File: config.mk
export PLATFORM = sky130hd
export DESIGN_NAME = tvc_steer_top
export DESIGN_NICKNAME = d
export VERILOG_FILES = /design/src/rtl/tvc_pkg.sv /design/src/rtl/tvc_xy_route.sv /design/src/rtl/tvc_tree_store.sv /design/src/rtl/tvc_steer_logic.sv /design/src/rtl/tvc_steer_top.sv
export SDC_FILE = /design/constraint.sdc
export NUM_CORES = 1
export LEC_CHECK = 0
export ABC_AREA = 1
export BUFFER_PORTS_ARGS = -buffer_cell sky130_fd_sc_hd__buf_2
export CORE_ASPECT_RATIO = 1.25
export CORE_MARGIN = 4
export CORE_UTILIZATION = 59
export CTS_CLUSTER_SIZE = 10
export DETAILED_ROUTE_END_ITERATION = 10
export PLACE_DENSITY = 0.76
export SLEW_MARGIN = 40
export SYNTH_ARGS = -nofsm -noshare
export SYNTH_HDL_FRONTEND = slang
export SYNTH_SLANG_ARGS = --single-unit
export TNS_END_PERCENT = 20
File: constraint.sdc
create_clock -name clk -period 9.6 [get_ports clk]
set_clock_uncertainty 0.2 [all_clocks]
set_input_delay 1.44 -clock clk [delete_from_list [all_inputs] [get_ports clk]]
set_output_delay 1.44 -clock clk [all_outputs]
set_load 0.02 [all_outputs]
File: src/rtl/tvc_pkg.sv
// Shared codes for the coherence tree steering unit.
// Assumes five router ports in the fixed order local, north, south, east, west.
package tvc_pkg;
    localparam int PORTS = 5;

    typedef enum logic [1:0] {
        MSG_READ  = 2'd0,
        MSG_WRITE = 2'd1,
        MSG_FILL  = 2'd2,
        MSG_DROP  = 2'd3
    } msg_kind_e;

    localparam logic [2:0] DIR_LOCAL = 3'd0;
    localparam logic [2:0] DIR_NORTH = 3'd1;
    localparam logic [2:0] DIR_SOUTH = 3'd2;
    localparam logic [2:0] DIR_EAST  = 3'd3;
    localparam logic [2:0] DIR_WEST  = 3'd4;
    localparam logic [2:0] DIR_NONE  = 3'd7;

    // Direction code to one-hot port vector; codes beyond west give zero.
    function automatic logic [PORTS-1:0] dir_to_port(input logic [2:0] d);
        logic [PORTS-1:0] v;
        v = '0;
        if (int'(d) < PORTS) v[d] = 1'b1;
        return v;
    endfunction
endpackage

File: src/rtl/tvc_xy_route.sv
// Default route toward a line's home node, X dimension first, then Y.
// Assumes MESH_X and MESH_Y are powers of two and node id = y*MESH_X + x.
module tvc_xy_route #(
    parameter int MESH_X = 4,
    parameter int MESH_Y = 4,
    parameter int HERE_X = 1,
    parameter int HERE_Y = 2,
    localparam int X_W    = $clog2(MESH_X),
    localparam int Y_W    = $clog2(MESH_Y),
    localparam int NODE_W = X_W + Y_W
) (
    input  logic [NODE_W-1:0]            home,
    output logic [tvc_pkg::PORTS-1:0]    port_oh
);
    import tvc_pkg::*;

    logic [X_W-1:0] hx;
    logic [Y_W-1:0] hy;

    assign hx = home[X_W-1:0];
    assign hy = home[NODE_W-1:X_W];

    // Pick the single output port of dimension-ordered routing.
    always_comb begin
        if (int'(hx) > HERE_X)      port_oh = dir_to_port(DIR_EAST);
        else if (int'(hx) < HERE_X) port_oh = dir_to_port(DIR_WEST);
        else if (int'(hy) > HERE_Y) port_oh = dir_to_port(DIR_NORTH);
        else if (int'(hy) < HERE_Y) port_oh = dir_to_port(DIR_SOUTH);
        else                        port_oh = dir_to_port(DIR_LOCAL);
    end
endmodule

File: src/rtl/tvc_tree_store.sv
// Set-associative cache of per-line tree entries with age-based LRU.
// Lookup is combinational on set/tag; fills, drops and use updates land at
// the clock edge. Assumes WAYS is a power of two of at least 2.
module tvc_tree_store #(
    parameter int SETS  = 4,
    parameter int WAYS  = 4,
    parameter int TAG_W = 10,
    localparam int SET_W = $clog2(SETS),
    localparam int AGE_W = $clog2(WAYS)
) (
    input  logic                       clk,
    input  logic                       rst_n,
    input  logic [SET_W-1:0]           lk_set,
    input  logic [TAG_W-1:0]           lk_tag,
    input  logic                       touch_en,
    input  logic                       fill_en,
    input  logic                       drop_en,
    input  logic [2:0]                 fill_parent,
    input  logic [tvc_pkg::PORTS-1:0]  fill_children,
    input  logic                       fill_local,
    output logic                       hit,
    output logic [2:0]                 hit_parent,
    output logic [tvc_pkg::PORTS-1:0]  hit_children,
    output logic                       hit_local
);
    import tvc_pkg::*;

    logic                 vld   [SETS][WAYS];
    logic [TAG_W-1:0]     tags  [SETS][WAYS];
    logic [2:0]           par   [SETS][WAYS];
    logic [PORTS-1:0]     kids  [SETS][WAYS];
    logic                 lcl   [SETS][WAYS];
    logic [AGE_W-1:0]     age   [SETS][WAYS];

    logic [WAYS-1:0]      hit_vec;
    logic [WAYS-1:0]      oldest_vec;
    logic [AGE_W-1:0]     hit_way;
    logic [AGE_W-1:0]     victim;
    logic [AGE_W-1:0]     use_way;
    logic                 set_full;
    logic                 do_touch;

    // Compare all ways of the selected set and collect the matching way.
    always_comb begin
        hit_way = '0;
        for (int w = 0; w < WAYS; w++) begin
            hit_vec[w]    = vld[lk_set][w] && (tags[lk_set][w] == lk_tag);
            oldest_vec[w] = (age[lk_set][w] == AGE_W'(WAYS - 1));
            if (hit_vec[w]) hit_way = AGE_W'(w);
        end
    end

    // Choose a fill victim: first empty way, else the least recently used.
    always_comb begin
        logic found;
        found    = 1'b0;
        victim   = '0;
        set_full = 1'b1;
        for (int w = 0; w < WAYS; w++) begin
            if (!vld[lk_set][w]) begin
                set_full = 1'b0;
                if (!found) begin
                    victim = AGE_W'(w);
                    found  = 1'b1;
                end
            end
        end
        if (!found) begin
            for (int w = 0; w < WAYS; w++)
                if (oldest_vec[w]) victim = AGE_W'(w);
        end
    end

    assign hit          = |hit_vec;
    assign hit_parent   = par[lk_set][hit_way];
    assign hit_children = kids[lk_set][hit_way];
    assign hit_local    = lcl[lk_set][hit_way];
    assign use_way      = (fill_en && !hit) ? victim : hit_way;
    assign do_touch     = fill_en || (touch_en && hit);

    // Write entries, remove dropped ones and age the ways of the used set.
    always_ff @(posedge clk) begin
        if (!rst_n) begin
            for (int s = 0; s < SETS; s++)
                for (int w = 0; w < WAYS; w++) begin
                    vld[s][w]  <= 1'b0;
                    tags[s][w] <= '0;
                    par[s][w]  <= DIR_NONE;
                    kids[s][w] <= '0;
                    lcl[s][w]  <= 1'b0;
                    age[s][w]  <= AGE_W'(w);
                end
        end else begin
            if (fill_en) begin
                vld[lk_set][use_way]  <= 1'b1;
                tags[lk_set][use_way] <= lk_tag;
                par[lk_set][use_way]  <= fill_parent;
                kids[lk_set][use_way] <= fill_children;
                lcl[lk_set][use_way]  <= fill_local;
            end else if (drop_en && hit) begin
                vld[lk_set][hit_way] <= 1'b0;
            end
            if (do_touch) begin
                for (int w = 0; w < WAYS; w++) begin
                    if (AGE_W'(w) == use_way)
                        age[lk_set][w] <= '0;
                    else if (age[lk_set][w] < age[lk_set][use_way])
                        age[lk_set][w] <= age[lk_set][w] + 1'b1;
                end
            end
        end
    end

    // a tag lives in at most one way of its set.
    assert_single_match_R10: assert property (@(posedge clk) disable iff (!rst_n)
        $onehot0(hit_vec));

    // ages stay a permutation, so a full set has exactly one oldest way.
    assert_unique_victim_R9: assert property (@(posedge clk) disable iff (!rst_n)
        set_full |-> $countones(oldest_vec) == 1);
endmodule

File: src/rtl/tvc_steer_logic.sv
// Combinational steering choice: tree entry on a hit, home route on a miss.
// Assumes the caller has already filtered non-request message kinds.
module tvc_steer_logic (
    input  logic                       is_write,
    input  logic                       hit,
    input  logic [2:0]                 hit_parent,
    input  logic [tvc_pkg::PORTS-1:0]  hit_children,
    input  logic                       hit_local,
    input  logic [2:0]                 in_dir,
    input  logic [tvc_pkg::PORTS-1:0]  home_port,
    output logic [tvc_pkg::PORTS-1:0]  port_req,
    output logic                       inv_fanout
);
    import tvc_pkg::*;

    // Select read-toward-copy, write-fan-out or default home routing.
    always_comb begin
        inv_fanout = 1'b0;
        if (!hit) begin
            port_req = home_port;
        end else if (is_write) begin
            port_req   = (hit_children | dir_to_port(hit_parent)) & ~dir_to_port(in_dir);
            inv_fanout = 1'b1;
        end else if (hit_local || hit_parent == DIR_NONE) begin
            port_req = dir_to_port(DIR_LOCAL);
        end else begin
            port_req = dir_to_port(hit_parent);
        end
    end
endmodule

File: src/rtl/tvc_steer_top.sv
// Coherence tree steering unit for one mesh router. Looks up the line of
// each message in the tree cache, decides the output ports and registers
// the decision (one cycle latency). Assumes one message per cycle and that
// the low address bits name the home node.
module tvc_steer_top #(
    parameter int MESH_X = 4,
    parameter int MESH_Y = 4,
    parameter int HERE_X = 1,
    parameter int HERE_Y = 2,
    parameter int ADDR_W = 16,
    parameter int SETS   = 4,
    parameter int WAYS   = 4
) (
    input  logic              clk,
    input  logic              rst_n,
    input  logic              msg_valid,
    input  logic [1:0]        msg_type,
    input  logic [ADDR_W-1:0] msg_addr,
    input  logic [2:0]        msg_in_dir,
    input  logic [2:0]        fill_parent,
    input  logic [4:0]        fill_children,
    input  logic              fill_local,
    output logic              out_valid,
    output logic [4:0]        out_port,
    output logic              out_hit,
    output logic              out_inv
);
    import tvc_pkg::*;

    localparam int NODE_W = $clog2(MESH_X) + $clog2(MESH_Y);
    localparam int SET_W  = $clog2(SETS);
    localparam int TAG_W  = ADDR_W - NODE_W - SET_W;

    logic                 is_read, is_write, is_fill, is_drop, is_req;
    logic                 hit, hit_local, inv_fanout;
    logic [2:0]           hit_parent;
    logic [PORTS-1:0]     hit_children, home_port, port_req;

    assign is_read  = msg_valid && msg_type == MSG_READ;
    assign is_write = msg_valid && msg_type == MSG_WRITE;
    assign is_fill  = msg_valid && msg_type == MSG_FILL;
    assign is_drop  = msg_valid && msg_type == MSG_DROP;
    assign is_req   = is_read || is_write;

    tvc_tree_store #(.SETS(SETS), .WAYS(WAYS), .TAG_W(TAG_W)) u_store (
        .clk(clk), .rst_n(rst_n),
        .lk_set(msg_addr[NODE_W +: SET_W]),
        .lk_tag(msg_addr[ADDR_W-1 -: TAG_W]),
        .touch_en(is_req), .fill_en(is_fill), .drop_en(is_drop),
        .fill_parent(fill_parent), .fill_children(fill_children),
        .fill_local(fill_local),
        .hit(hit), .hit_parent(hit_parent), .hit_children(hit_children),
        .hit_local(hit_local)
    );

    tvc_xy_route #(.MESH_X(MESH_X), .MESH_Y(MESH_Y),
                   .HERE_X(HERE_X), .HERE_Y(HERE_Y)) u_route (
        .home(msg_addr[NODE_W-1:0]),
        .port_oh(home_port)
    );

    tvc_steer_logic u_steer (
        .is_write(is_write), .hit(hit), .hit_parent(hit_parent),
        .hit_children(hit_children), .hit_local(hit_local),
        .in_dir(msg_in_dir), .home_port(home_port),
        .port_req(port_req), .inv_fanout(inv_fanout)
    );

    // Register the routing decision for requests; other messages stay silent.
    always_ff @(posedge clk) begin
        if (!rst_n) begin
            out_valid <= 1'b0;
            out_port  <= '0;
            out_hit   <= 1'b0;
            out_inv   <= 1'b0;
        end else begin
            out_valid <= is_req;
            out_port  <= is_req ? port_req : '0;
            out_hit   <= is_req && hit;
            out_inv   <= is_req && inv_fanout;
        end
    end

    // no request in, no decision out next cycle.
    assert_idle_quiet_R3: assert property (@(posedge clk) disable iff (!rst_n)
        !msg_valid |=> !out_valid);

    // maintenance messages never raise a decision.
    assert_maint_silent_R4: assert property (@(posedge clk) disable iff (!rst_n)
        (is_fill || is_drop) |=> !out_valid);

    // reads and misses request exactly one port.
    assert_single_port_R2: assert property (@(posedge clk) disable iff (!rst_n)
        (out_valid && !out_inv) |-> $countones(out_port) == 1);

    // an invalidation fan-out never goes back where it came from.
    assert_no_echo_R7: assert property (@(posedge clk) disable iff (!rst_n)
        (out_valid && out_inv) |-> (out_port & dir_to_port($past(msg_in_dir))) == '0);
endmodule

**Word-level counts from Yosys, hierarchy flattened**

Memory sizes are Yosys's and may differ from the RTL's.
Index checks and enable logic that the tools add are counted.

- Add/sub/neg operators: 4
- Shifts and indexed selects: 0
- Divide/modulo/power cells: 0
- $lt $le $gt $ge: 18
- Reduce and logical (&&, ||, !) cells: 30
- Eq/ne operators: 15
- Bitwise gates (word level): 13
- Multiply operators: 0
- Muxes and demuxes: 133

Operators by type and width:

| cell | count |
|---|---|
| $mux W40 | 3 |
| $mux W5 | 15 |
| $mux W1 | 60 |
| $mux W20 | 3 |
| $mux W2 | 25 |
| $eq A10 B10 Y1 | 4 |
| $reduce_or A40 Y1 | 1 |
| $mux W12 | 3 |
| $mux W4 | 7 |
| $demux W10 S2 | 1 |
| $reduce_or A20 Y1 | 1 |
| $logic_and A1 B1 Y1 | 16 |
| $eq A2 B2 Y1 const B | 6 |
| $mux W3 | 4 |
| $reduce_or A12 Y1 | 1 |
| $reduce_or A4 Y1 | 3 |
| $bmux W5 S2 | 1 |
| $demux W5 S2 | 1 |
| $mux W10 | 1 |
| $add A2 B1 Y2 const B | 4 |
| $lt A2 B2 Y1 | 4 |
| $lt A3 B4 Y1 const B | 2 |
| $mux W8 | 1 |
| $or A1 B1 Y1 | 8 |
| 27 further kinds | 38 |

- Register bits: 8
- Memories kept: 6
- Latch bits: 0
- Word-level logic and storage cells: 223
- RAM bits: 352
- ROM bits: 0
- Bits of input ports: 33

Memory list:

| memory | depth | bits a word | rd ports | clocked after memory_dff | wr ports | RTL line | source |
|---|---|---|---|---|---|---|---|
| u_store.tags | 4 | 40 | 1 | 0 | 4 | tvc_tree_store.sv:29 | `logic [TAG_W-1:0] tags [SETS][WAYS];` |
| u_store.kids | 4 | 20 | 1 | 0 | 4 | tvc_tree_store.sv:31 | `logic [PORTS-1:0] kids [SETS][WAYS];` |
| u_store.par | 4 | 12 | 1 | 0 | 4 | tvc_tree_store.sv:30 | `logic [2:0] par [SETS][WAYS];` |
| u_store.age | 4 | 8 | 1 | 0 | 4 | tvc_tree_store.sv:33 | `logic [AGE_W-1:0] age [SETS][WAYS];` |
| u_store.lcl | 4 | 4 | 1 | 0 | 4 | tvc_tree_store.sv:32 | `logic lcl [SETS][WAYS];` |
| u_store.vld | 4 | 4 | 1 | 0 | 4 | tvc_tree_store.sv:28 | `logic vld [SETS][WAYS];` |

**Depth between registers and ports, before layout**

Gate-level depths: netlist of the first run.
An unclocked memory read counts as a cell.

- Word-level depth: 26
- Mapped depth: 29
- Mapped depth without buffers: 25

**Cells and area by module**

Synthesis of the first run repeated with hierarchy kept, for this count alone.

- Cells, all modules: 2016
- Area, all modules: 18242.5 um2

By module, submodules not included:

| module | times used | cells an instance | area an instance (um2) |
|---|---|---|---|
| tvc_tree_store | 1 | 1903 | 17651.9 |
| tvc_steer_logic | 1 | 70 | 282.8 |
| tvc_steer_top | 1 | 33 | 267.8 |
| tvc_xy_route | 1 | 10 | 40.0 |

**Worst setup path before layout of the first run**

Ideal clock, no wire load.

- Path kind: in2reg
- Start point: input msg_addr[5]
- End point: memory u_store.kids[3][10] in the netlist's numbering (enable)
- Required time: 9024 ps
- Path buffers: 4
- Data arrival time: 4552 ps
- Library setup time: 376 ps
- Setup slack: 4472 ps
- Stages on the path: 18
- Cells stage by stage: buf_2 > nand2_2 > inv_1 > buf_2 > buf_1 > a221oi_1 > inv_1 > ha_1 > o31ai_1 > inv_1 > a31oi_4 > inv_4 > nor2_4 > nand2_4 > nor2_4 > inv_2 > buf_2 > nand2_1

RTL lines:

| item | RTL line | source |
|---|---|---|
| start: declaration | tvc_steer_top.sv:18 | `input logic [ADDR_W-1:0] msg_addr,` |
| end: declaration | tvc_tree_store.sv:31 |  |

==> impl_metrics.yaml, run 1 <==
yosys:
  ys_seq_area_frac: 0.6077
  synthCells: 1914
  synth_area_leaders: "edfxtp_1 60%, nand2_1 15%, nor2_1 6.7%"
  yosys.area.top_type: "edfxtp_1"
  synth-main-ff-cell: "edfxtp_1"
  yosys_warnings: 0
  synth_edf_count: 350
  syn_area_per_cell_um2: 9.208
  synth_fp_nets: 1951
  async_flop_share: 0
  ys_types: 42
  netlist_area_mm2: 0.01762
  synth_top_area_frac: 0.5963
  synth_most_common_cell: "nand2_1"
  synthTopCellsByCount: "691 x nand2_1, 350 x edfxtp_1, 315 x nor2_1"
  ys_ff_latch: 360
grt:
  grt_overflow: 0
  grt_pass1_wl_mm: 79.30
  grt_use_total: 0.3248
  grt_pass1_vias: 13310
  antenna_found_initial: 0
  grt_max_degree: 52
routing:
  drt.antenna.violating_nets: 0
  drc_errors: 0
  wl_mm: 53.39
  wl_per_cell_um: 22.94
  drtPass1Iterations: 6
  dr_total_vias: 13970
  first_iter_violations: 1672
  via_per_inst: 6.001
setup_path:
  worstPathCellList: "buf_2, buf_4, inv_2, nor2_4, buf_4, nand2_1, nand4_1, nand2_1, nor2_1, nand3_1, nor2_4, a21oi_4, nand2_1, nand2_4, nor2_4, nand2_2, nor2_4, inv_2, nand2_1"
  crit_arrival_ns: 6.51
  rrSetupSlack_ns: 5.47
  rr_startpoint: "u_store.age[0][2]$_SDFFCE_PN0P_"
  worst_path_largest_cell_delay_ns: 0.75
  crit_path_start_kind: "primary input"
  end_kind: "flop"
  required_ns: 9.56
  critical_path_class: "primary input to flop"
  worst_r2r_endpoint: "u_store.par[3][7]$_SDFFCE_PN1P_"
  cp_max_fo: 42
  critical_path_buf_inv_count: 5
  rr_worst_depth: 14
  crit_family: "simple AND/OR/NAND/NOR gates"
  crit_slowest_cell: "nor2_4"
final_layout:
  drive_gt1_frac: 0.09632
  fin_nets: 1946
  diodes: 0
  fillers: 2373
  syn2layout_area_growth_pct: 8.725
timing:
  fmax_ghz: 0.1527
  rsz0062_at_grt: "no"
  hold_viol: 0
  post-route-min-period_ns: 6.549
  maxSlewViolCount: 0
  layout_setup_ws_ns: 3.051
  worst_pin_slew_ns: 0.8783
  finalCritPeriodShare: 0.6822
  hold_slack_ns: 0.2887
  tns_ns: 0
  finalSetupViolations: 0
  slew_headroom: 0.4131
power:
  cellLeakagePower_nw: 7.926
  peakVddDrop_uv: 164.2
  power_density_mw_per_mm2: 183.6
outcome:
  status: "finished clean"
placement:
  port_buffers: 40
  dpl.hpwl_mm: 35.41
  dp_worst_setup_slack_ns: 2.485
  gp_congestion: 0.9906
clock_tree:
  cts_sinks: 360
  cts_tree: "built"
  clock_latency_ns: 0.56
  cts.path.max_buffers: 3
  cts_root_buffer: "clkbuf_16"
  clk_pin_slew_ns: 0.05
  cts_max_level: 2
  cts_buffers: 42
  cts_hold_buf: 0
  cts_resized: 0
  post_cts.repair.setup_buffers: 0
floorplan:
  io_pins: 41
  start_util: 0.6007
  dieHeight_um: 201.2
  die_x_um: 162.6
  coreArea_mm2: 0.02934
  rows: 70
  die-area_mm2: 0.03272
hold_path:
  whs_path_depth: 2
  whs_endpoint: "u_store.lcl[2][3]$_DFF_P_"
  hp-class: "flop to flop"
  worstHoldStart: "u_store.lcl[2][3]$_DFF_P_"
job:
  cap_violations: 0
==> stage by stage <==
stage                     cell area [um2]  total power [mW]  instances    util
after detailed placement            17990             2.127       2261  0.6131
after global routing                19160             3.618       2327  0.6531
final                               19160             3.517       2327  0.6531
after CTS                           19150             3.512       2327  0.6528
after floorplan                     17620             2.008       1914       -
after global placement              17950             2.120       2260  0.6119
==> area by class of cell <==
| cell class | instances | area [um2] | area share |
|---|---|---|---|
| inverters | 107 | 405.4 | 0.02116 |
| multi-input cells | 1339 | 6021 | 0.3142 |
| well taps | 396 | 495.5 | 0.02586 |
| repair buffers | 59 | 365.4 | 0.01907 |
| clock buffers | 60 | 1119 | 0.05837 |
| clock inverters | 6 | 46.29 | 0.002416 |
| flip-flops and latches | 360 | 10710 | 0.5589 |
==> kinds of logic after synthesis <==
group,count (synthesis),share of synthesized area
AOI/OAI and AO/OA,142,0.05708
adders and majority gates,4,0.002840
buffers and inverters,215,0.05253
DFF,360,0.6077
and+or+nand+nor,1193,0.2799
==> per-layer routing <==
metal | track usage | part of all wire | routed length, um | vias up
met1 | 0.4149 | 0.35 | 18730 | 6505
met5 | 0 | 0 | 0 | -
met3 | 0.06904 | 0.11 | 6083 | 205
met4 | 0.1600 | 0.063 | 3358 | 0
li1 | - | - | - | 6336
met2 | 0.5288 | 0.47 | 25220 | 919
==> worst min-delay path, cell delays in order (launching register included) <==
cell and delay (ns):
dfxtp_1 0.29, inv_1 0.06, o22ai_1 0.08
==> power breakdown <==
group / internal [mW] / switching (mW)
Sequential: 1.77 / 0.0186
Combinational: 0.0744 / 0.244
Clock: 0.803 / 0.608
==> worst max path at each step <==
stage                           start  slack, ns  cells after the start                           endpoint
after floorplan           msg_addr[5]       4.47                     18  u_store.kids[3][10]$_SDFFCE_PN0P_
after global placement    msg_addr[4]       2.45                     21  u_store.tags[1][17]$_SDFFCE_PN0P_
after detailed placement  msg_addr[5]       2.48                     19   u_store.tags[0][6]$_SDFFCE_PN0P_
after CTS                 msg_addr[5]       3.03                     19   u_store.kids[0][1]$_SDFFCE_PN0P_
after global routing      msg_addr[5]       2.74                     19   u_store.kids[0][1]$_SDFFCE_PN0P_
final                     msg_addr[5]       3.05                     19   u_store.kids[0][1]$_SDFFCE_PN0P_
==> cell usage in the layout, fill, tap and decap left out, types with 2 or more instances in the layout <==
cell type,n
clkbuf_16,42
nand2_2,7
nor3_1,6
o211ai_1,8
nand3_1,119
and2_1,5
a22o_1,14
nor2_1,313
inv_2,32
a221oi_1,16
o31ai_1,2
nor2_2,6
edfxtp_1,350
nor2_4,24
nand4_1,9
inv_1,72
nand3b_1,4
a31oi_1,8
a21oi_1,14
nand2_1,691
inv_6,2
dfxtp_1,10
nand3_2,2
clkinv_2,2
clkbuf_1,18
clkinv_1,3
buf_4,19
a22oi_1,47
buf_2,39
o21ai_0,26
nand2_4,3
ha_1,4
==> sequential cells by signal (all words and copies together), names as in the netlist <==
name and flops:
u_store.kids 80, u_store.lcl 16, out_inv 1, out_port 5
u_store.tags 160, out_hit 1, u_store.vld 16, out_valid 1
u_store.age 32, u_store.par 48
(Power assumes the default switching activity.)
==> run 2: changes to the inputs <==
CORE_UTILIZATION = 57   (was 59)
PLACE_DENSITY = 0.77   (was 0.76)
clock period = 5.5 ns   (was 9.6 ns; I/O delays follow)
==> run 2 against run 1 <==
  * First-iteration DRC count fell by 14%
  * Non-clock buffer count rose by 43
  * Sequential share of layout area fell by 1.1 points
  * Critical path depth fell by 1
  * Core utilization fell by 0.82 points
  * Setup slack got worse by 2.2 ns
  * Final cell count rose by 1.8%
  * Global-route usage fell by 2.6 points
  * Die area rose by 3.3%
  * Wire length fell by 6.3%
  * Critical endpoint is now u_store.tags[3][33]$_SDFFCE_PN0P_
  * Combinational power rose by 76%
==> impl_metrics.yaml, run 2 (same netlist as run 1, synthesis figures left out) <==
final_layout:
  final_common_cell: "nand2_1"
  diodes: 0
  top_register: "u_store.tags"
  syn2layout_area_growth_pct: 10.85
  largest_register_ffs: 160
  largestRegisters: "u_store.tags (160), u_store.kids (80), u_store.par (48)"
  final_cell_mix: "691 x nand2_1, 350 x edfxtp_1, 313 x nor2_1"
  fin_util: 0.6449
  design_area_mm2: 0.01954
  fin_nets: 1989
  drive_gt1_frac: 0.1102
routing:
  via_per_inst: 5.942
  wl_per_cell_um: 21.11
  first_iter_violations: 1441
  drc_errors: 0
  wl_mm: 50.02
  dr_total_vias: 14080
  drtPass1Iterations: 6
  drt.antenna.violating_nets: 0
setup_path:
  crit_arrival_ns: 4.66
  worst_path_largest_cell_delay_ns: 0.37
  crit_path_start_kind: "primary input"
  cp_max_fo: 44
  end_kind: "flop"
  critical_path_class: "primary input to flop"
  required_ns: 5.53
  worstPathCellList: "buf_2, nand2_2, clkinv_1, buf_12, a221oi_1, buf_4, inv_1, ha_1, o31ai_1, inv_1, a31oi_4, inv_4, nor2_4, nand2_4, nor2_4, inv_2, nand2_1, buf_4"
  crit_slowest_cell: "a31oi_4"
placement:
  port_buffers: 40
  gp_congestion: 0.9366
  placed_area_mm2: 0.01838
  dpl.hpwl_mm: 34.13
floorplan:
  dieHeight_um: 204.6
  start_util: 0.5818
  io_pins: 41
  coreArea_mm2: 0.03029
  rows: 71
  die-area_mm2: 0.03381
  die_x_um: 165.3
timing:
  post-route-min-period_ns: 4.628
  finalCritPeriodShare: 0.8415
  worst_pin_slew_ns: 0.8710
  rsz0062_at_grt: "no"
  fmax_ghz: 0.2161
  hold_viol: 0
  tns_ns: 0
  slew_headroom: 0.4187
  maxSlewViolCount: 0
  finalSetupViolations: 0
grt:
  antenna_found_initial: 0
  grt_pass1_wl_mm: 76.70
  grt_pass1_vias: 13780
  grt_overflow: 0
  grt_max_degree: 80
  grt_use_total: 0.2991
clock_tree:
  cts_sinks: 360
  cts_root_buffer: "clkbuf_16"
  clock_latency_ns: 0.55
  cts_tree: "built"
  post_cts.repair.setup_buffers: 0
  cts_resized: 0
  cts_max_level: 2
  clk_pin_slew_ns: 0.05
  cts_hold_buf: 0
  cts.path.max_buffers: 3
  cts_buffers: 42
power:
  peakVddDrop_uv: 226.5
  cellLeakagePower_nw: 8.152
  power_density_mw_per_mm2: 313.3
  finalPower_mw: 6.121
job:
  cap_violations: 0
hold_path:
  hp-class: "flop to flop"
outcome:
  status: "finished clean"
## run 2: changes by cell type in the layout (fill, tap and decap cells not counted), moves of 2 or more
cell | previous run | this run
buf_4 | 19 | 55
inv_1 | 72 | 82
inv_2 | 32 | 22
buf_12 | 0 | 7
clkbuf_1 | 18 | 16
clkinv_2 | 2 | 0
## run 2: worst paths after layout
check / cells after the start / slack [ns] / to / start
max: 18 / 0.87 / u_store.tags[3][33]$_SDFFCE_PN0P_ / msg_addr[5]
min: 2 / 0.30 / u_store.lcl[2][3]$_DFF_P_ / u_store.lcl[2][3]$_DFF_P_
max reg2reg: 16 / 1.44 / u_store.tags[3][33]$_SDFFCE_PN0P_ / u_store.age[0][3]$_SDFFCE_PN1P_
min reg2reg: 2 / 0.30 / u_store.lcl[2][3]$_DFF_P_ / u_store.lcl[2][3]$_DFF_P_
## run 2: through the flow
| stage | setup slack [ns] | std cells | hold WS, ns |
|---|---|---|---|
| 3_3_place_gp | 0.5209 | 2309 | 0.2918 |
| 5_1_grt | 0.6390 | 2370 | 0.3335 |
| 6_report | 0.8717 | 2370 | 0.3012 |
| 4_1_cts | 0.9487 | 2370 | 0.2972 |
| 2_1_floorplan | 0.9872 | 1914 | 0.2470 |
| 3_5_place_dp | 0.3985 | 2309 | 0.2903 |
## run 2: worst max-delay path, delay by kind of cell
| kind | cells | cell delay (ns) |
|---|---|---|
| AO/OA/AOI/OAI | 3 | 1.06 |
| adder cells (fa/ha/maj) | 1 | 0.19 |
| buffers and inverters | 9 | 1.55 |
| AND/OR/NAND/NOR | 5 | 0.99 |
## run 2: layer usage
layer,GRT usage,part of all wire,vias up
met4,0.1516,0.059,0
met2,0.5104,0.49,780
li1,-,-,6422
met1,0.3661,0.36,6695
met5,0,0,-
met3,0.04870,0.088,186
## run 2: layout make-up
type                       count  area, um2
inverter                     107      404.1
multi-input combinational   1339       6013
clock inverter                 2      17.52
clock buffer                  59       1136
sequential                   360      10710
fill                        2394      10760
timing repair buffer         102      753.2
tap                          401      501.7
## run 2: where the power goes
group | switching, mW | internal, mW | leakage, nW
logic | 0.408 | 0.152 | 4.12
clock network | 1.03 | 1.42 | 0.558
registers | 0.0259 | 3.08 | 3.47
